$ cat config.mk
export PLATFORM = sky130hd
export DESIGN_NAME = rs_syndrome_calc
export DESIGN_NICKNAME = d
export VERILOG_FILES = /design/src/rtl/rs_syndrome_calc.sv
export SDC_FILE = /design/constraint.sdc
export NUM_CORES = 1
export LEC_CHECK = 0
export BUFFER_PORTS_ARGS = -buffer_cell sky130_fd_sc_hd__buf_4
export CAP_MARGIN = 20
export CORE_UTILIZATION = 56
export CTS_CLUSTER_SIZE = 20
export DETAILED_ROUTE_END_ITERATION = 8
export PLACE_DENSITY = 0.8
export SYNTH_ARGS = -nofsm -noshare
export SYNTH_HDL_FRONTEND = slang
export SYNTH_SLANG_ARGS = --single-unit
export TNS_END_PERCENT = 100
$ cat constraint.sdc
create_clock -name clk -period 2.15 [get_ports clk]
set_input_delay 0 -clock clk [delete_from_list [all_inputs] [get_ports clk]]
set_output_delay 0 -clock clk [all_outputs]
set_load 0.02 [all_outputs]
$ cat src/rtl/rs_syndrome_calc.sv
module rs_syndrome_calc #(
  parameter int SYM_W = 5,
  parameter int N_SYM = 31,
  parameter int NSYN  = 4,
  parameter logic [SYM_W-1:0] POLY = 5'b00101
) (
  input  logic                  clk,
  input  logic                  rst_n,
  input  logic                  sym_valid,
  input  logic                  sym_start,
  input  logic [SYM_W-1:0]      sym_in,
  output logic                  fwd_valid,
  output logic [SYM_W-1:0]      fwd_sym,
  output logic [NSYN*SYM_W-1:0] syndromes,
  output logic                  no_err,
  output logic                  syn_ready
);
  localparam int CNT_W = $clog2(N_SYM + 1);

  function automatic logic [SYM_W-1:0] mul_alpha(input logic [SYM_W-1:0] x);
    return {x[SYM_W-2:0], 1'b0} ^ (x[SYM_W-1] ? POLY : '0);
  endfunction

  function automatic logic [SYM_W-1:0] mul_alpha_pow(input logic [SYM_W-1:0] x, input int k);
    logic [SYM_W-1:0] r;
    r = x;
    for (int n = 0; n < NSYN; n++)
      if (n < k) r = mul_alpha(r);
    return r;
  endfunction

  logic [CNT_W-1:0]      cnt;
  logic                  busy;
  logic [NSYN*SYM_W-1:0] nxt;

  wire accept = sym_valid && (sym_start || busy);
  wire last   = accept && (sym_start ? (N_SYM == 1) : (cnt == CNT_W'(N_SYM - 1)));

  for (genvar i = 0; i < NSYN; i++) begin : g_acc
    wire [SYM_W-1:0] cur = syndromes[i*SYM_W +: SYM_W];
    assign nxt[i*SYM_W +: SYM_W] = sym_start ? sym_in : (mul_alpha_pow(cur, i + 1) ^ sym_in);
  end

  always_ff @(posedge clk or negedge rst_n) begin
    if (!rst_n) begin
      cnt       <= '0;
      busy      <= 1'b0;
      syndromes <= '0;
      no_err    <= 1'b0;
      syn_ready <= 1'b0;
    end else if (accept) begin
      syndromes <= nxt;
      cnt       <= sym_start ? CNT_W'(1) : cnt + CNT_W'(1);
      busy      <= !last;
      if (last) begin
        no_err    <= (nxt == '0);
        syn_ready <= (nxt != '0);
      end else if (sym_start) begin
        no_err    <= 1'b0;
        syn_ready <= 1'b0;
      end
    end
  end

  always_ff @(posedge clk or negedge rst_n) begin
    if (!rst_n) begin
      fwd_valid <= 1'b0;
      fwd_sym   <= '0;
    end else begin
      fwd_valid <= accept;
      if (accept) fwd_sym <= sym_in;
    end
  end
endmodule


=== Yosys cells after proc, flatten, opt, wreduce, memory -nomap -nowiden ===
Index checks and enable logic that the tools add are counted.

* Register bits after elaboration: 34
* Bits of input ports: 9
* Output and inout port bits: 28
* Logic and storage cells: 50

* Add/subtract/negate cells: 1
* Equal/unequal tests: 1
* Mux-type cells: 19
* Bitwise logic cells: 14
* Reductions and logical operators: 8

{| class="wikitable"
|+ Operators by type and width
! kind !! number
|-
| $xor A5 B3 Y5 || 10
|-
| $mux W3 || 10
|-
| $mux W5 || 5
|-
| $logic_not A20 Y1 || 1
|-
| $reduce_bool A20 Y1 || 1
|-
| $xor A5 B5 Y5 || 4
|-
| $add A5 B1 Y5 const B || 1
|-
| $eq A5 B5 Y1 const B || 1
|-
| $mux W1 || 4
|-
| $logic_and A1 B1 Y1 || 2
|-
| $reduce_and A2 Y1 || 1
|-
| $reduce_bool A2 Y1 || 1
|-
| $logic_not A1 Y1 || 1
|-
| $logic_or A1 B1 Y1 || 1
|}

=== Logic depth before layout (Yosys ltp) ===
* Word-level depth: 12
* Gate-level depth with buffers: 7
* Depth with buffers taken out: 7

=== Worst setup path after synthesis ===
Ideal clock, no wire load.

* Kind: reg-to-reg
* From: register syndromes[19]
* To: register no_err
* Library setup time: 78 ps
* Data arrival time: 1735 ps
* Setup slack: 337 ps
* Stages on the path, launching flop included: 8
* Cells stage by stage: dfrtp_1 buf_4 xnor2_1 mux2i_1 xor2_1 nand4_1 a2111oi_2 o21bai_1

* Cells in the longest elaborated chain, start to end: 10

{| class="wikitable"
|+ RTL lines
! item !! line !! RTL
|-
| from (decl) || 14 || <nowiki>output logic [NSYN*SYM_W-1:0] syndromes,</nowiki>
|-
| from (signal assigned) || 52 || <nowiki>syndromes <= nxt;</nowiki>
|-
| $mux W3 * || 21 || <nowiki>return {x[SYM_W-2:0], 1'b0} ^ (x[SYM_W-1] ? POLY : '0);</nowiki>
|-
| $xor A5 B3 Y5 * (3 in series) || 21 ||
|-
| $mux W3 || 21 ||
|-
| $xor A5 B3 Y5 * || 21 ||
|-
| $xor A5 B5 Y5 * || 41 || <nowiki>assign nxt[i*SYM_W +: SYM_W] = sym_start ? sym_in : (mul_alpha_pow(cur, i + 1) ^ sym_in);</nowiki>
|-
| $mux W5 * || 41 ||
|-
| $logic_not A20 Y1 * || 56 || <nowiki>no_err <= (nxt == '0);</nowiki>
|-
| $mux W1 * || 55 || <nowiki>if (last) begin</nowiki>
|-
| to (signal assigned) || 56 ||
|-
| to (decl) || 15 || <nowiki>output logic no_err,</nowiki>
|}

Mark *: on every way between the ends. The rest lies on a longest branch, timed or not.
A chain may end at the register's enable or synchronous reset.

=== Final worst setup path ===
Same ends and word-level chain as after synthesis.

==> results by group <==
Run status
  – Status: completed

Detailed routing
  – DRC viols: 0
  – Final WL: about 4600 µm
  – First-pass DRT Iterations: 4
  – Iteration-0 DRC Markers: 96
  – ANT nets after route: 0
  – Via density per instance: 5.42
  – Routed WL per cell: around 14 µm
  – Routed vias: roughly 1.8k

Timing
  – Slew margin rel.: 70.8%
  – Crit path time final: about 1.8 ns
  – Fin crit share: 85.0%
  – Worst-margin pin slew: roughly 0.44 ns
  – Final setup fails: 0
  – Pins over their slew limit: 0
  – Number of hold violations in the final report: 0
  – Setup TNS: 0 ns
  – Setup Skew: approximately 0.0053 ns
  – RSZ-0062 raised after global routing: no
  – Max frequency: roughly 550 MHz

Clocking
  – Clk_lat worst skew: just under 0.3 ns
  – H-Tree Depth: 2
  – CTS tree: yes
  – Clock sinks: 34
  – Root Buffer: clkbuf_8
  – Clk slew on worst S/H paths: roughly 0.07 ns
  – Post_cts resized: 0
  – Clk buf depth: 2
  – Num CTS Buffers: 5

Yosys
  – Ys Warns: 0
  – Synth top area share: about two fifths
  – Post-Synth XOR/XNOR Area: 12.0%
  – Cell accounting for the most synthesized area: dfrtp_1
  – Count of cell types in the netlist: 38
  – Top cells by area, synth: dfrtp_1, xnor2_1, nand2_1
  – Post-Synth Adder-Cell Area: under 10%
  – Post-Synth Simple-Gate Area: 21.5%
  – Seq/Total Area, Yosys: 40.0%
  – Synth Area per Inst: roughly 8.3 µm²
  – Cells after Synth: 255
  – Complex-gate fraction of the synthesized area: roughly 18%
  – Synth Cell Area: around 0.0021 mm²
  – #FFs+latches synth: 34
  – Largest family of logic cells by synthesized area: simple AND/OR/NAND/NOR gates
  – Mux contribution to synthesized area: less than 1%
  – Syn_nets: 266

Placement
  – HPWL Detailed: 3160 µm
  – IO Port Bufs: 36
  – Placer Congestion: about 0.85
  – DP Cell Count: ~320
  – DP Area: around 0.0024 mm²

Run
  – Max-Cap Viols: 0

Floorplanning
  – Core ar.: about 0.0037 mm²
  – Starting density of the core: between 50 and 60%
  – Overall die area: roughly 0.0040 mm²
  – Die height: 63.6 µm
  – Chip Width: between 60 and 70 µm
  – IO Pins: 37
  – FP Rows: 22

Power
  – Cell Pwr Density: 918 mW/mm²
  – Leakage: 1.04 nW
  – Pwr Total: between 2 and 2.5 mW
  – Cell internal pwr: around 1.4 mW
  – Switch Pwr: slightly below 0.9 mW
  – Comb power frac: a little over a third
  – Sw Ratio: 38.4%
  – Maximum VDD drop: about 0.0005 V
  – Flop pwr share: between 40% and 50%
  – Clock share of power: between 20 and 25%

Critical path
  – Largest stage delay, worst path: roughly 0.47 ns
  – Crit-path max FO: 9
  – Crit Path Category: reg -> reg
  – CP cell instances: xnor2_1 -> mux2i_1 -> xor2_1 -> nand4_1 -> a2111oi_2 -> o21bai_1
  – Critical Path End Type: flop
  – Critical-path top delay cell: dfrtp_1
  – Worst Path Required: approximately 2.4 ns
  – Critical Path AT: 2.04 ns
  – Critical Path Start Type: flop

Global routing
  – Total grt overflow: 0
  – First-pass GRT wire length: approximately 7800 µm
  – Largest net degree at the start of global routing: 44
  – Vias in the first global route: roughly 1.6k
  – Total GRT Usage: ~25%
  – Initial antenna violation count: 0

Cells and area
  – Commonest non-fill, non-tap cell in the layout: nand2_1
  – Nets: around 290
  – Diode count: 0
  – Most frequent cells in the layout: nand2_1, buf_4, dfrtp_1
  – Synth-to-Final Area Change: 16.7%
  – Non-filler cells, final: 330
  – Post-route design area: approximately 0.0025 mm²
  – Share of cells above drive strength 1: a little under a fifth

Min path
  – Min-delay worst type: in -> reg
## power groups by stage
stage	Clock (mW)	Combinational, mW	Sequential (mW)
after floorplan	0	0.540	1.00
after global placement	0	0.807	0.961
after detailed placement	0	0.824	0.970
after CTS	0.499	0.829	0.958
after global routing	0.526	0.910	0.986
final	0.490	0.825	0.961
## cells in the mapped netlist
cell type / count
xor2_1: 1
nor2b_1: 11
buf_2: 5
nand2b_1: 3
o31ai_1: 2
o22ai_1: 1
nand2_1: 42
o32ai_2: 2
o21ai_1: 1
nor4bb_1: 2
mux2i_1: 2
inv_1: 5
nor4_1: 1
and4bb_2: 1
o21a_1: 1
nor2_1: 19
inv_2: 1
a22oi_1: 1
dfrtp_1: 34
o2bb2ai_1: 1
o21ai_0: 31
buf_4: 5
ha_1: 2
nand3_1: 4
a2111oi_2: 1
a21oi_1: 15
nand4_1: 4
o32ai_1: 2
a31oi_1: 5
buf_6: 1
and2b_1: 1
clkbuf_1: 8
nand2_2: 1
xnor2_1: 28
nor3_1: 7
nor3b_1: 1
o21bai_1: 1
buf_1: 2
## state kept, by name (all words and copies together), names as in the netlist
name and cells:
cnt 5, fwd_sym 5, syn_ready 1, syndromes 20, busy 1, no_err 1
fwd_valid 1
## area by class of cell
| cell class | instances | area (µm²) |
|---|---|---|
| timing repair buffer | 40 | 303 |
| sequential | 34 | 851 |
| clock buffer | 7 | 86.3 |
| fill | 317 | 1180 |
| multi-input combinational | 194 | 1150 |
| inverter | 6 | 22.5 |
| tap | 48 | 60.1 |
| clock inverter | 1 | 5.00 |
## critical path: cells and delay by family (launching register included)
kind | cells | cell delay, ns
compound gates | 2 | 0.42
simple gates | 1 | 0.13
flops | 1 | 0.47
xor+xnor | 2 | 0.47
mux | 1 | 0.27
## path summary, 6_finish.rpt
check                                           from                   endpoint  slack (ns)  cells past startpoint
max in group asynchronous                      rst_n  syndromes[12]$_DFFE_PN0P_        1.64                      2
max                        syndromes[19]$_DFFE_PN0P_         no_err$_DFFE_PN0P_        0.32                      6
min in group asynchronous                      rst_n         cnt[3]$_DFFE_PN0P_        0.19                      2
min reg2reg                   fwd_sym[3]$_DFFE_PN0P_     fwd_sym[3]$_DFFE_PN0P_        0.49                      2
max reg2reg                syndromes[19]$_DFFE_PN0P_         no_err$_DFFE_PN0P_        0.32                      6
min                                        sym_in[2]     fwd_sym[2]$_DFFE_PN0P_       0.003                      3
## per-stage QoR
step	setup WS (ns)	hold WS (ns)	util (%)
CTS	0.333	0.00169	67.7
finish	0.323	0.00327	67.7
floorplan	0.337	-0.296	-
detailed placement	0.344	-0.0214	64.9
global route	0.159	0.0172	67.7
global placement	0.379	-0.0200	64.9
## metal layers
metal,wire [µm],track usage [%],vias up
met5,0,0,-
met4,80,9.66,0
li1,-,-,918
met2,2110,37.5,32
met1,2230,34.4,831
met3,197,7.07,9
## repair_timing
item	4_1_cts	5_1_grt
buffers inserted	0	0
hold buffers	1	0
hold endpoints to repair	34	0
setup endpoints to repair	0	0
## logic make-up (layout without fill, tap and decap cells)
logic type               after synthesis  count (layout)
AND/OR/NAND/NOR                       97              97
flip-flops                            34              34
adder cells (fa/ha/maj)                2               2
AO/OA/AOI/OAI                         64              64
multiplexers                           2               2
buffers and inverters                 27              54
XOR/XNOR                              29              29
Power figures use the tool's default switching activity.
